<file path="src/rtl/bsram_pkg.sv">
package bsram_pkg;

  localparam int LANES   = 4;
  localparam int LANE_W  = 9;
  localparam int WORD_W  = LANES * LANE_W;
  localparam int BURST_W = 2;

  typedef enum logic [1:0] {
    ACC_NONE  = 2'd0,
    ACC_READ  = 2'd1,
    ACC_WRITE = 2'd2
  } acc_e;

  // Lanes a write would touch; zero means no write is requested.
  function automatic logic [LANES-1:0] lane_select(
    input logic             all_n,
    input logic             en_n,
    input logic [LANES-1:0] lane_n
  );
    logic [LANES-1:0] sel;
    if (!all_n)     sel = '1;
    else if (!en_n) sel = ~lane_n;
    else            sel = '0;
    return sel;
  endfunction

endpackage

</file>
<file path="src/rtl/burst_sram_ctrl.sv">
module burst_sram_ctrl
  import bsram_pkg::*;
#(
  parameter int ADDR_W  = 6,
  parameter int BURST_W = 2
) (
  input  logic              clk,
  input  logic              rst_n,
  input  logic [ADDR_W-1:0] addr_i,
  input  logic              sel_n_i,
  input  logic              proc_ld_n_i,
  input  logic              ctl_ld_n_i,
  input  logic              step_n_i,
  input  logic              wr_all_n_i,
  input  logic              wr_en_n_i,
  input  logic [LANES-1:0]  lane_wr_n_i,
  input  logic              lin_burst_i,
  output acc_e              acc_kind_o,
  output logic [ADDR_W-1:0] acc_addr_o,
  output logic [LANES-1:0]  lane_we_o,
  output logic              pld_o,
  output logic              cld_o,
  output logic              desel_o,
  output logic              cont_o,
  output logic              susp_o
);

  // Address of word 'cnt' in a burst starting at 'base'.
  function automatic logic [ADDR_W-1:0] seq_addr(
    input logic [ADDR_W-1:0]  base,
    input logic [BURST_W-1:0] cnt,
    input logic               lin
  );
    logic [BURST_W-1:0] low;
    if (lin) low = base[BURST_W-1:0] + cnt;
    else     low = base[BURST_W-1:0] ^ cnt;
    return {base[ADDR_W-1:BURST_W], low};
  endfunction

  logic               active_q;
  logic [ADDR_W-1:0]  base_q;
  logic [BURST_W-1:0] cnt_q;
  logic [BURST_W-1:0] cnt_nxt;
  logic [LANES-1:0]   req_lanes;
  logic               no_strobe;
  logic               inburst;

  assign pld_o     = !proc_ld_n_i && !sel_n_i;
  assign cld_o     = !ctl_ld_n_i && !sel_n_i && proc_ld_n_i;
  assign desel_o   = !ctl_ld_n_i && sel_n_i;
  assign no_strobe = ctl_ld_n_i && !pld_o;
  assign cont_o    = no_strobe && active_q && !step_n_i;
  assign susp_o    = no_strobe && active_q && step_n_i;
  assign inburst   = cont_o || susp_o;

  assign req_lanes = lane_select(wr_all_n_i, wr_en_n_i, lane_wr_n_i);
  assign cnt_nxt   = cont_o ? cnt_q + 1'b1 : cnt_q;

  always_comb begin
    if (pld_o)
      acc_kind_o = ACC_READ;
    else if ((cld_o || inburst) && (req_lanes != '0))
      acc_kind_o = ACC_WRITE;
    else if (cld_o || inburst)
      acc_kind_o = ACC_READ;
    else
      acc_kind_o = ACC_NONE;
  end

  assign acc_addr_o = (pld_o || cld_o) ? addr_i : seq_addr(base_q, cnt_nxt, lin_burst_i);
  assign lane_we_o  = (acc_kind_o == ACC_WRITE) ? req_lanes : '0;

  always_ff @(posedge clk or negedge rst_n) begin
    if (!rst_n) begin
      active_q <= 1'b0;
      base_q   <= '0;
      cnt_q    <= '0;
    end else if (pld_o || cld_o) begin
      active_q <= 1'b1;
      base_q   <= addr_i;
      cnt_q    <= '0;
    end else if (desel_o) begin
      active_q <= 1'b0;
    end else if (cont_o) begin
      cnt_q    <= cnt_nxt;
    end
  end

endmodule

</file>
<file path="src/rtl/burst_sram_array.sv">
module burst_sram_array #(
  parameter int ADDR_W = 6,
  parameter int LANES  = 4,
  parameter int LANE_W = 9
) (
  input  logic                    clk,
  input  logic [LANES-1:0]        lane_we_i,
  input  logic [ADDR_W-1:0]       waddr_i,
  input  logic [LANES*LANE_W-1:0] wdata_i,
  input  logic [ADDR_W-1:0]       raddr_i,
  output logic [LANES*LANE_W-1:0] rdata_o
);

  localparam int DEPTH = 1 << ADDR_W;

  for (genvar g = 0; g < LANES; g++) begin : g_lane
    logic [LANE_W-1:0] mem [DEPTH];

    always_ff @(posedge clk) begin
      if (lane_we_i[g]) mem[waddr_i] <= wdata_i[g*LANE_W +: LANE_W];
    end

    assign rdata_o[g*LANE_W +: LANE_W] = mem[raddr_i];
  end

endmodule

</file>
<file path="src/rtl/burst_sram_pipe.sv">
module burst_sram_pipe #(
  parameter int ADDR_W = 6,
  parameter int WORD_W = 36
) (
  input  logic              clk,
  input  logic              rst_n,
  input  logic              rd_req_i,
  input  logic [ADDR_W-1:0] rd_addr_i,
  output logic [ADDR_W-1:0] raddr_o,
  input  logic [WORD_W-1:0] rdata_i,
  input  logic              out_en_n_i,
  output logic [WORD_W-1:0] dout_o,
  output logic              dout_en_o
);

  logic              pend_q;
  logic              vld_q;
  logic [ADDR_W-1:0] raddr_q;
  logic [WORD_W-1:0] data_q;

  always_ff @(posedge clk or negedge rst_n) begin
    if (!rst_n) begin
      pend_q  <= 1'b0;
      vld_q   <= 1'b0;
      raddr_q <= '0;
      data_q  <= '0;
    end else begin
      data_q <= rdata_i;
      vld_q  <= pend_q;
      pend_q <= rd_req_i;
      if (rd_req_i) raddr_q <= rd_addr_i;
    end
  end

  assign raddr_o   = raddr_q;
  assign dout_en_o = vld_q && !out_en_n_i;
  assign dout_o    = dout_en_o ? data_q : '0;

endmodule

</file>
<file path="src/rtl/burst_sram.sv">
module burst_sram
  import bsram_pkg::*;
#(
  parameter int ADDR_W  = 6,
  parameter int BURST_W = bsram_pkg::BURST_W
) (
  input  logic              clk,
  input  logic              rst_n,
  input  logic [ADDR_W-1:0] addr_i,
  input  logic [WORD_W-1:0] din_i,
  input  logic              sel_n_i,
  input  logic              proc_ld_n_i,
  input  logic              ctl_ld_n_i,
  input  logic              step_n_i,
  input  logic              wr_all_n_i,
  input  logic              wr_en_n_i,
  input  logic [LANES-1:0]  lane_wr_n_i,
  input  logic              out_en_n_i,
  input  logic              lin_burst_i,
  output logic [WORD_W-1:0] dout_o,
  output logic              dout_en_o
);

  acc_e              acc_kind_w;
  logic [ADDR_W-1:0] acc_addr_w;
  logic [LANES-1:0]  lane_we_w;
  logic              pld_w;
  logic              cld_w;
  logic              desel_w;
  logic              cont_w;
  logic              susp_w;
  logic [ADDR_W-1:0] raddr_w;
  logic [WORD_W-1:0] rdata_w;
  logic              rd_req_w;

  assign rd_req_w = (acc_kind_w == ACC_READ);

  burst_sram_ctrl #(.ADDR_W(ADDR_W), .BURST_W(BURST_W)) u_ctrl (
    .clk        (clk),
    .rst_n      (rst_n),
    .addr_i     (addr_i),
    .sel_n_i    (sel_n_i),
    .proc_ld_n_i(proc_ld_n_i),
    .ctl_ld_n_i (ctl_ld_n_i),
    .step_n_i   (step_n_i),
    .wr_all_n_i (wr_all_n_i),
    .wr_en_n_i  (wr_en_n_i),
    .lane_wr_n_i(lane_wr_n_i),
    .lin_burst_i(lin_burst_i),
    .acc_kind_o (acc_kind_w),
    .acc_addr_o (acc_addr_w),
    .lane_we_o  (lane_we_w),
    .pld_o      (pld_w),
    .cld_o      (cld_w),
    .desel_o    (desel_w),
    .cont_o     (cont_w),
    .susp_o     (susp_w)
  );

  burst_sram_array #(.ADDR_W(ADDR_W), .LANES(LANES), .LANE_W(LANE_W)) u_array (
    .clk      (clk),
    .lane_we_i(lane_we_w),
    .waddr_i  (acc_addr_w),
    .wdata_i  (din_i),
    .raddr_i  (raddr_w),
    .rdata_o  (rdata_w)
  );

  burst_sram_pipe #(.ADDR_W(ADDR_W), .WORD_W(WORD_W)) u_pipe (
    .clk       (clk),
    .rst_n     (rst_n),
    .rd_req_i  (rd_req_w),
    .rd_addr_i (acc_addr_w),
    .raddr_o   (raddr_w),
    .rdata_i   (rdata_w),
    .out_en_n_i(out_en_n_i),
    .dout_o    (dout_o),
    .dout_en_o (dout_en_o)
  );

endmodule

</file>
<file path="config.mk">
export PLATFORM = sky130hd
export DESIGN_NAME = burst_sram
export DESIGN_NICKNAME = d
export VERILOG_FILES = /design/src/rtl/bsram_pkg.sv /design/src/rtl/burst_sram_ctrl.sv /design/src/rtl/burst_sram_array.sv /design/src/rtl/burst_sram_pipe.sv /design/src/rtl/burst_sram.sv
export SDC_FILE = /design/constraint.sdc
export NUM_CORES = 2
export LEC_CHECK = 0
export BUFFER_PORTS_ARGS = -buffer_cell sky130_fd_sc_hd__buf_2
export CORE_MARGIN = 2
export CORE_UTILIZATION = 35
export CTS_BUF_LIST = sky130_fd_sc_hd__clkbuf_4
export DETAILED_ROUTE_END_ITERATION = 6
export PLACE_DENSITY = 0.59
export SETUP_SLACK_MARGIN = 0.1
export SLEW_MARGIN = 5
export SYNTH_ARGS = -nofsm -noshare
export SYNTH_HDL_FRONTEND = slang
export SYNTH_SLANG_ARGS = --single-unit
</file>
<file path="constraint.sdc">
create_clock -name clk -period 3.75 [get_ports clk]
set_input_delay 0.1875 -clock clk [delete_from_list [all_inputs] [get_ports clk]]
set_output_delay 0.1875 -clock clk [all_outputs]
set_load 0.03 [all_outputs]
</file>
==> impl_results.md <==
* Gr ovfl total at 0
* Routed WL per cell at 28.3 µm
* Mean post-synth cell area at around 22 µm²
* Max cap viols at 0
* Top_reg_cell synth: edfxtp_1
* Sink Count at around 2.4k
* Slew @ Worst Pin at between 1000 and 1500 ps
* CTS Root Buffer Type: clkbuf_4
* Startpoint Class: input pin
* Initial antenna violation count at 19
* CTS tree: built
* Xor/xnor share of the synthesized area at 0.000808
* Power density over the cells at a little under 600 mW/mm²
* Post-synth top area cell: edfxtp_1
* Post-layout min period at approximately 3800 ps
* Post-synth net total at approximately 4.2k
* I/O pins at 93
* Seq/Total Area, Yosys at 0.771
* Worst hold path class: in -> reg
* Worst path top cell family by delay: buffers and inverters
* Largest net degree at the start of global routing at slightly above 80
* Status: finished, violations left
* H-tree depth at 6
* CTS clk-pin slew, worst paths at around 70 ps
* CP Class: in -> reg
* Total power at about 63 mW
* Fin. Hold Viols at 0
* Final setup viols at 9
* Worst skew pair latency at around 1400 ps
* Cell area after synthesis at roughly 0.09 mm²
* Initial DRC count at 4,924
* Worst setup margin at -31.6 ps
* Post-synth EDFFs at 2,304
* Clock buffer depth at 4
* Crit-path max cell delay at between 800 and 900 ps
* Initial core utilization at 0.352
* Final period utilization at 1.01
* Mux share of post-synthesis cell area at 0.168
* Arr. time, crit path at approximately 4700 ps
* Slew Viols, Final at 0
* Core footprint at 0.260 mm²
* VDD IR max at between 0.0004 and 0.0005 V
* Syn-to-layout area delta at 18.4%
* Area contributors post-synth: edfxtp_1 76%, mux4_2 15%, dfrtp_1 1.5%
* First-pass GRT wire length at roughly 360,000 µm
* Crit end category: register
* Fin nets at 5,259
* Synth Area in Compound Gates at 0.0151
* CTS Buf Count at between 500 and 600
* Worst path slowest cell: nor3_2
* Fmax at 0.264 GHz
* Layout cells sized above 1 at 0.388
* Detailed-route via count at slightly below 50k
* Post-route DRC at 0
* Drt via density at 5.34
* Gr usage total at 0.191
* Post-route design area at around 0.11 mm²
* Post-Synth Adder-Cell Area at 0.000137
* Pre-antenna DRT Iters at 5
* Dpl cell area at about 0.1 mm²
* Leak at between 30 and 40 nW
* Worst endpoint required time at 4680 ps
* Share of the synthesized area in the top cell type at 0.757
* Remaining antenna violation count at 0
* IO Port Bufs at 92
* Final TNS setup at -150 ps
* Yosys cell types at 61
* Final WL at ~260,000 µm
* Highest net fanout along the worst path at 9
* Die area at about 0.27 mm²
* Die width at 515 µm
* Failing checks: negative setup slack
* Chip Height at a little over 500 µm
* CP dominant cell by count: dlygate4sd3_1
* Post-Synth Simple-Gate Area at 0.0300
* Async set-reset flop share out of synthesis at 0.0225
* Combinational family with the most area after synthesis: multiplexers
* GPL Wtd Cong at slightly below 0.9
* Worst-path cell chain: dlygate4sd3_1 > buf_2 > dlygate4sd3_1 > a21oi_2 > dlygate4sd3_1 > nand2_1 > dlygate4sd3_1 > o32a_2 > buf_4 > nor3_2
* Cells after Synth at 4,176
* Worst path buffer plus inverter count at 6
* Slew headroom at 0.216
* RSZ-0062 raised after global routing: false
* Num rows at around 190
* Worst clock skew at about 75 ps
* Hold Slack at approximately 140 ps
* Hpwl dp at 166,000 µm
* YS warnings at 0
* Vias in the first global route at around 50k
* Post-layout util at 0.417
* #FFs+latches synth at around 2.4k
layer usage:
metal,vias to the layer above,track usage,part of all wire
met5,-,0,0.00025
met4,6,0.0822,0.041
li1,19901,-,-
met3,481,0.0401,0.073
met1,25523,0.246,0.39
met2,2279,0.313,0.49
stage by stage:
stage                     instances  worst slack (ps)
after floorplan                4176               891
after global placement         7886              59.2
after detailed placement       7886              57.6
after CTS                      9011              73.3
after global routing           9026               104
final                          9030             -31.6
final timing paths:
path	cells after the start	slack, ps	startpoint	end
max	10	-30	ctl_ld_n_i	u_array.g_lane[1].mem[43][3]
min	2	140	din_i[2]	u_array.g_lane[0].mem[56][2]
max reg2reg	13	270	u_ctrl.active_q	u_array.g_lane[3].mem[52][0]
min reg2reg	0	350	u_pipe.pend_q	u_pipe.vld_q
max in group asynchronous	6	2590	rst_n	u_pipe.data_q[24]
min in group asynchronous	5	430	rst_n	u_pipe.data_q[29]
cells by family (layout without fill, tap and decap cells):
group / after synthesis / after routing
flip-flops: 2357 / 2357
multiplexers: 761 / 761
AND/OR/NAND/NOR: 612 / 612
buffers and inverters: 248 / 1681
AO/OA/AOI/OAI: 192 / 192
XOR/XNOR: 5 / 5
adder cells (fa/ha/maj): 1 / 1
other: 0 / 19
cell usage after synthesis (4+ instances only):
library cell,instances
buf_6,14
nor2_2,31
buf_4,33
o32ai_1,4
a221oi_1,36
nand2_1,177
inv_2,5
dfrtp_1,53
nor2_1,227
o21ai_1,4
nor3_2,7
a31oi_1,10
o21ai_0,14
a221o_1,7
o211a_1,4
clkbuf_1,88
mux2i_1,126
o22ai_1,27
mux4_2,619
nor2b_1,6
and3_1,13
a21oi_1,33
a211o_1,4
mux2_2,13
a22o_1,4
a211oi_1,24
nor3_1,87
nand3_1,11
buf_2,81
or2_2,4
edfxtp_1,2304
buf_1,20
and2_1,42
worst register-to-register path: cells and delay by family, from the launching register on:
kind | cells | cell delay, ps
XOR/XNOR | 3 | 760
flip-flops | 1 | 350
AO/OA/AOI/OAI | 1 | 590
AND/OR/NAND/NOR | 4 | 570
buffers and inverters | 4 | 760
adder cells (fa/ha/maj) | 1 | 170
power breakdown:
group | internal [mW] | switching [mW]
combinational | 5.29 | 7.11
clock | 10.8 | 9.96
sequential | 29.2 | 0.268
sequential cells by signal (all words and copies together), names as in the netlist:
| signal | cells |
|---|---|
| u_ctrl.cnt_q | 2 |
| u_array.g_lane.mem | 2304 |
| u_pipe.raddr_o | 6 |
| u_ctrl.active_q | 1 |
| u_pipe.pend_q | 1 |
| u_pipe.data_q | 36 |
| u_ctrl.base_q | 6 |
| u_pipe.vld_q | 1 |
layout by cell type (no fill, tap or decap), types with 27 or more instances in the layout:
| cell | synthesis | routed |
|---|---|---|
| a21oi_1 | 33 | 32 |
| a221oi_1 | 36 | 36 |
| and2_1 | 42 | 42 |
| buf_12 | 0 | 98 |
| buf_2 | 81 | 92 |
| buf_4 | 33 | 372 |
| clkbuf_4 | 0 | 829 |
| clkinv_1 | 2 | 120 |
| dfrtp_1 | 53 | 49 |
| dlygate4sd3_1 | 0 | 113 |
| edfxtp_1 | 2304 | 2304 |
| mux2i_1 | 126 | 126 |
| mux4_2 | 619 | 619 |
| nand2_1 | 177 | 175 |
| nor2_1 | 227 | 219 |
| nor2_2 | 31 | 38 |
| nor3_1 | 87 | 64 |
| nor3_2 | 7 | 28 |
| o22ai_1 | 27 | 27 |
area by class of cell:
type	count	area, µm²
fillers	22868	151000
flip-flops and latches	2357	70500
multi-input cells	1571	19900
repair buffers	675	6350
clock buffers	829	6220
well taps	3402	4260
clock inverters	167	895
inverters	10	51.3
diodes	19	47.5
repair_timing:
action | CTS | global route
hold buffers | 129 | 0
resized for setup | 0 | 9
setup endpoints to repair | 7 | 53
buffers inserted | 0 | 0
hold endpoints to repair | 4409 | 0
No activity file was read; power rests on OpenSTA's default activity.
